File: src/rtl/sysref_pkg.sv
package sysref_pkg;
  localparam int CTRL_W   = 32;
  localparam int DUTY_W   = 8;
  localparam int PER_W    = 9;

  typedef enum logic [1:0] {
    MODE_SINGLE = 2'b00,
    MODE_CONT   = 2'b01,
    MODE_GAP    = 2'b10,
    MODE_RSVD   = 2'b11
  } sr_mode_e;

  typedef struct packed {
    sr_mode_e            mode;
    logic [PER_W-1:0]    period;
    logic [DUTY_W-1:0]   duty;
  } sr_cfg_t;

  // control word field positions
  localparam int MODE_LSB  = 0;
  localparam int MULT_LSB  = 2;
  localparam int MULT_W    = 5;
  localparam int SRC_BIT   = 7;
  localparam int DUTY_LSB  = 8;
  localparam int PHASE_BIT = 16;
  localparam int LEVEL_BIT = 17;
  localparam int FLAG_BIT  = 16;
endpackage

File: src/rtl/sysref_cfg_clamp.sv
module sysref_cfg_clamp
  import sysref_pkg::*;
#(
  parameter int EMB_E     = 1,
  parameter int MB_CYCLES = 16,
  parameter int MAX_PROD  = 16
) (
  input  logic [CTRL_W-1:0] ctrl,
  output sr_cfg_t           cfg
);
  localparam int PROD_W = MULT_W + $clog2(MAX_PROD + 1);

  logic [MULT_W-1:0] mult;
  logic [PROD_W-1:0] prod;
  logic [PROD_W-1:0] prod_eff;
  logic              mult_ok;
  logic [PER_W-1:0]  per;
  logic [DUTY_W-1:0] req;
  logic [DUTY_W-1:0] half;
  sr_mode_e          mode;

  always_comb begin
    mode     = sr_mode_e'(ctrl[MODE_LSB +: 2]);
    mult     = ctrl[MULT_LSB +: MULT_W];
    prod     = PROD_W'(EMB_E) * PROD_W'(mult);
    mult_ok  = (mult != '0) && (prod <= PROD_W'(MAX_PROD));
    prod_eff = mult_ok ? prod : PROD_W'(EMB_E);
    per      = PER_W'(prod_eff * PROD_W'(MB_CYCLES));
    half     = DUTY_W'(per >> 1);
    req      = ctrl[DUTY_LSB +: DUTY_W];
    cfg.mode   = mode;
    cfg.period = per;
    if (mode == MODE_GAP && req != '0 && PER_W'(req) < per)
      cfg.duty = req;
    else
      cfg.duty = half;
  end
endmodule

File: src/rtl/sysref_cycle_counter.sv
module sysref_cycle_counter
  import sysref_pkg::*;
(
  input  logic    clk,
  input  logic    rst_n,
  input  logic    hold,
  input  sr_cfg_t cfg,
  input  logic    manual_lvl,
  output logic    lvl
);
  logic [PER_W-1:0] cnt;
  logic [PER_W-1:0] last;
  logic             next_lvl;

  assign last = cfg.period - PER_W'(1);

  always_ff @(posedge clk) begin
    if (!rst_n || hold)
      cnt <= '0;
    else if (cnt == last)
      cnt <= '0;
    else
      cnt <= cnt + PER_W'(1);
  end

  always_comb begin
    unique case (cfg.mode)
      MODE_CONT, MODE_GAP: next_lvl = (cnt < PER_W'(cfg.duty));
      MODE_SINGLE:         next_lvl = manual_lvl;
      default:             next_lvl = 1'b0;
    endcase
  end

  always_ff @(posedge clk) begin
    if (!rst_n || hold)
      lvl <= 1'b0;
    else
      lvl <= next_lvl;
  end
endmodule

File: src/rtl/sysref_edge_flag.sv
module sysref_edge_flag (
  input  logic clk,
  input  logic rst_n,
  input  logic strobe,
  input  logic clr,
  output logic flag
);
  logic prev;

  always_ff @(posedge clk) begin
    if (!rst_n) begin
      prev <= 1'b0;
      flag <= 1'b0;
    end else begin
      prev <= strobe;
      if (clr)
        flag <= 1'b0;
      else if (strobe && !prev)
        flag <= 1'b1;
    end
  end
endmodule

File: src/rtl/sysref_pulse_gen.sv
module sysref_pulse_gen
  import sysref_pkg::*;
#(
  parameter int EMB_E     = 1,
  parameter int MB_CYCLES = 16,
  parameter int MAX_PROD  = 16
) (
  input  logic              clk,
  input  logic              rst_n,
  input  logic              gen_rst,
  input  logic [CTRL_W-1:0] ctrl_word,
  input  logic              ext_sysref_in,
  input  logic              stat_wr_en,
  input  logic [CTRL_W-1:0] stat_wr_data,
  output logic              sysref_out,
  output logic [CTRL_W-1:0] status_word
);
  localparam int DEF_PER = EMB_E * MB_CYCLES;

  sr_cfg_t cfg_next;
  sr_cfg_t cfg_q;
  logic    int_lvl;
  logic    neg_lvl;
  logic    ext_q;
  logic    use_int;
  logic    sel_lvl;
  logic    flag;

  sysref_cfg_clamp #(
    .EMB_E(EMB_E), .MB_CYCLES(MB_CYCLES), .MAX_PROD(MAX_PROD)
  ) u_clamp (
    .ctrl(ctrl_word),
    .cfg (cfg_next)
  );

  always_ff @(posedge clk) begin
    if (!rst_n) begin
      cfg_q.mode   <= MODE_SINGLE;
      cfg_q.period <= PER_W'(DEF_PER);
      cfg_q.duty   <= DUTY_W'(DEF_PER / 2);
    end else if (gen_rst) begin
      cfg_q <= cfg_next;
    end
  end

  sysref_cycle_counter u_cnt (
    .clk       (clk),
    .rst_n     (rst_n),
    .hold      (gen_rst),
    .cfg       (cfg_q),
    .manual_lvl(ctrl_word[LEVEL_BIT]),
    .lvl       (int_lvl)
  );

  always_ff @(negedge clk) begin
    if (!rst_n) neg_lvl <= 1'b0;
    else        neg_lvl <= int_lvl;
  end

  always_ff @(posedge clk) begin
    if (!rst_n) ext_q <= 1'b0;
    else        ext_q <= ext_sysref_in;
  end

  assign use_int    = ctrl_word[SRC_BIT];
  assign sel_lvl    = use_int ? int_lvl : ext_q;
  assign sysref_out = use_int ? (ctrl_word[PHASE_BIT] ? neg_lvl : int_lvl) : ext_q;

  sysref_edge_flag u_flag (
    .clk   (clk),
    .rst_n (rst_n),
    .strobe(sel_lvl),
    .clr   (stat_wr_en && stat_wr_data[FLAG_BIT]),
    .flag  (flag)
  );

  assign status_word = {15'd0, flag, cfg_q.duty, cfg_q.period[7:0]};
endmodule

File: config.mk
export PLATFORM = sky130hd
export DESIGN_NAME = sysref_pulse_gen
export DESIGN_NICKNAME = d
export VERILOG_FILES = /design/src/rtl/sysref_pkg.sv /design/src/rtl/sysref_cfg_clamp.sv /design/src/rtl/sysref_cycle_counter.sv /design/src/rtl/sysref_edge_flag.sv /design/src/rtl/sysref_pulse_gen.sv
export SDC_FILE = /design/constraint.sdc
export NUM_CORES = 1
export LEC_CHECK = 0
export ABC_AREA = 1
export CAP_MARGIN = 20
export CORE_ASPECT_RATIO = 2
export CORE_UTILIZATION = 35
export CTS_BUF_LIST = sky130_fd_sc_hd__clkbuf_16
export DETAILED_ROUTE_END_ITERATION = 10
export PLACE_DENSITY = 0.72
export SLEW_MARGIN = 20
export SYNTH_ARGS = -nofsm -noshare
export SYNTH_HDL_FRONTEND = slang
export SYNTH_SLANG_ARGS = --single-unit
File: constraint.sdc
create_clock -name clk -period 3.1 [get_ports clk]
set_input_delay 0.62 -clock clk [delete_from_list [all_inputs] [get_ports clk]]
set_output_delay 0.62 -clock clk [all_outputs]
set_load 0.02 [all_outputs]
==> impl_metrics.py <==
metrics = {
    "clocking": {
        "clk-insertion-delay-late_ns": 0.36,
        "tritoncts.num_buffers": 5,
        "num_clock_sinks": 29,
        "postCtsSetupBuffers": 0,
        "clock-root-buffer": "clkbuf_16",
        "clk_pin_slew_worst_paths_ns": 0.05,
        "cts_tree": "yes",
        "clock_buffer_depth": 2,
        "htree_num_levels": 2,
    },
    "layout": {
        "fillCellCount": 571,
        "final_instance_area_um2": 2420,
        "seqCellArea_um2": 582,
        "nNetsFinal": 404,
        "synthToLayoutAreaGrowth_pct": 21.9,
        "final_layout_size_suffix_gt1_share_pct": 8.41,
        "multi_input_comb_area_um2": 1040,
        "layoutNonFillerInstCount": 381,
        "antennaDiodeCount": 0,
    },
    "die": {
        "ioPinCount": 102,
        "die-width_um": 55.3,
        "initial_core_util_pct": 36.6,
        "die_h_um": 109,
        "core_area_um2": 5420,
        "num_rows": 38,
        "die-area_um2": 6000,
    },
    "placement": {
        "dp_hpwl_mm": 3.32,
        "port_buffers": 37,
        "routabilityCongestion": 0.825,
        "post-place-cells": 373,
        "placed_standard_cell_area_um2": 2260,
    },
    "worst_setup_path": {
        "worst-path-max-fanout": 1,
        "timing.critical_path.max_delay_family": "flip-flops",
        "critical_path.max_stage_delay_ns": 0.32,
        "critical-path-slowest-cell": "dfxtp_2",
        "endpoint_kind": "primary output",
        "timing.critical_path.from_type": "register",
        "worst-setup-path-type": "register to primary output",
        "crit_chain": "a21oi_2 > o21ai_1 > buf_4",
        "crit_arrival_ns": 2.54,
        "crit_path_depth": 3,
        "buf_inv_on_cp": 1,
        "critPathRequiredTime_ns": 2.48,
        "reg2regPathDepth": 2,
    },
    "global_route": {
        "grt_pass1_wl_mm": 7.29,
        "grtUsageMet3_pct": 2.99,
        "via_count_of_the_first_global_routing_pass": 1672,
        "antenna_violations_before_repair": 0,
        "grt_max_degree": 20,
        "groute.layer.met2.usage_pct": 29.8,
        "routing_usage_on_met1_pct": 15.1,
        "global_route.overflow_total": 0,
        "track_usage_pct": 15.5,
        "grt-busiest-layer": "met2",
    },
    "pwr": {
        "internal-power_w": 0.000806,
        "power.share.clock_pct": 47.9,
        "switchingPower_w": 0.000291,
        "p_seq_share_pct": 36.1,
        "switching_share_pct": 26.5,
        "vdd_drop_max_mv": 0.359,
        "static-leakage-power_nw": 1.14,
        "cellPowerDensity_nw_per_um2": 453,
        "power.share.combinational_pct": 16.0,
    },
    "synth": {
        "synth_top_area_share_pct": 29.2,
        "synth-seq-area-share_pct": 29.2,
        "post_synth_edffs": 0,
        "synth-seq-cells": 29,
        "ys_top_cells_by_count": "81 x nand2_1, 44 x inv_1, 32 x buf_4",
        "yosys.area.top_type": "dfxtp_1",
        "syn_area_per_cell_um2": 6.85,
        "syn-instance-count": 290,
        "netlist_area_um2": 1990,
        "ys.flop_type": "dfxtp_1",
        "synth.yosys.warnings": 0,
        "async_flop_share_pct": 0,
        "synth_cell_types": 28,
        "yosysMostFrequentCell": "nand2_1",
        "netlist_top_cells_area": "dfxtp_1 29%, nand2_1 15%, buf_4 12%, ha_1 9.5%, inv_1 8.3%",
    },
    "sta": {
        "final_critical_path_setup_slack_ns": -0.0636,
        "fin_setup_tns_ns": -0.0636,
        "timing_hold_violations_final": 0,
        "grt_setup_unrepaired": "yes",
        "final_max_slew_violation_count": 0,
        "setup_viol": 1,
        "final.setup_skew_ns": 0.0847,
        "fin_hold_ws_ns": 0.480,
    },
    "detailed_routing": {
        "routedWlPerCell_um": 11.1,
        "first_pass_iters": 4,
        "detailedRoute.firstIterationViolations": 26,
        "routed-via-count": 1733,
        "routed_wl_mm": 4.24,
        "post-route-drc-count": 0,
        "postRouteAntennaNets": 0,
        "viasPerCell": 4.55,
    },
    "flow_run": {
        "max_cap_viol_count": 0,
    },
    "hold_path": {
        "min_path_cells": 2,
        "hold_class": "register to register",
    },
    "status": {
        "violations": "negative setup slack",
        "outcome": "complete, but fails checks",
    },
}
cells by family (layout without fill, tap and decap cells):
kind of cell               after synthesis  count (layout)  synth area share, %
other                                    1              19                0.189
AOI/OAI and AO/OA                       18              18                 5.17
xor gates and xnor gates                 7               7                 3.09
and+or+nand+nor                        140             140                 31.1
DFF                                     29              29                 29.2
buffers and inverters                   80              93                 21.7
adders and majority gates               15              15                 9.45
metal layers:
layer	part of all wire (%)	wire length, µm
met2	54	2290
met4	2.1	89
met5	0	0
met3	4.3	181
met1	40	1690
worst register-to-register path: cells and delay by family (launching register included):
kind	cells	cell delay, ns
simple gates	1	0.05
buf+inv	1	0.04
flops	1	0.31
cell usage in the layout (no fill, tap or decap), drive strengths merged:
cell and n:
a21oi 5, buf 3, clkbuf 6, clkdlybuf4s50 36, conb 19, dfxtp 29, ha 15, inv 48
nand2 82, nand3 14, nand3b 2, nand4 2, nor2 27, nor3 10, nor4 1, o21ai 6
o22ai 7, or2 2, xnor2 4, xor2 3
final timing paths:
check	start	endpoint	slack, ns
max reg2reg	u_cnt.lvl	neg_lvl	1.12
max	neg_lvl	sysref_out	-0.06
min reg2reg	status_word[15]	status_word[15]	0.48
min	status_word[15]	status_word[15]	0.48
power groups by stage:
stage                     clock network, W  logic, W  registers [W]
after global routing              0.000543  0.000196       0.000397
after floorplan                 0.00000404  0.000135       0.000400
after detailed placement        0.00000404  0.000175       0.000404
after global placement          0.00000404  0.000171       0.000403
final                             0.000525  0.000176       0.000396
after CTS                         0.000528  0.000176       0.000396
sequential cells by signal, indices dropped and copies added, names as in the netlist:
name         cells
status_word     12
neg_lvl          1
u_cnt.cnt        9
u_flag.flag      1
u_flag.prev      1
u_cnt.lvl        1
ext_q            1
cfg_q            3
stage by stage:
step,util [%],power (W),setup slack (ns)
finish,44.6,0.00110,-0.0636
global route,44.6,0.00114,-0.0867
CTS,44.6,0.00110,-0.0641
detailed placement,41.6,0.000583,-0.174
global placement,41.6,0.000579,-0.147
floorplan,-,0.000539,0.117
timing repair:
item,4_1_cts,5_1_grt
hold buffers,0,0
setup endpoints to repair,1,1
resized for setup,9,0
cell type report:
cell class                      count  share of cell area, %
Multi-Input combinational cell    199                   43.2
Sequential cell                    29                   24.0
Timing Repair Buffer               39                   15.8
Inverter                           45                   7.08
Clock buffer                        6                   6.20
Tap cell                           60                   3.10
Clock inverter                      3                  0.569
Power figures use the tool's default switching activity.
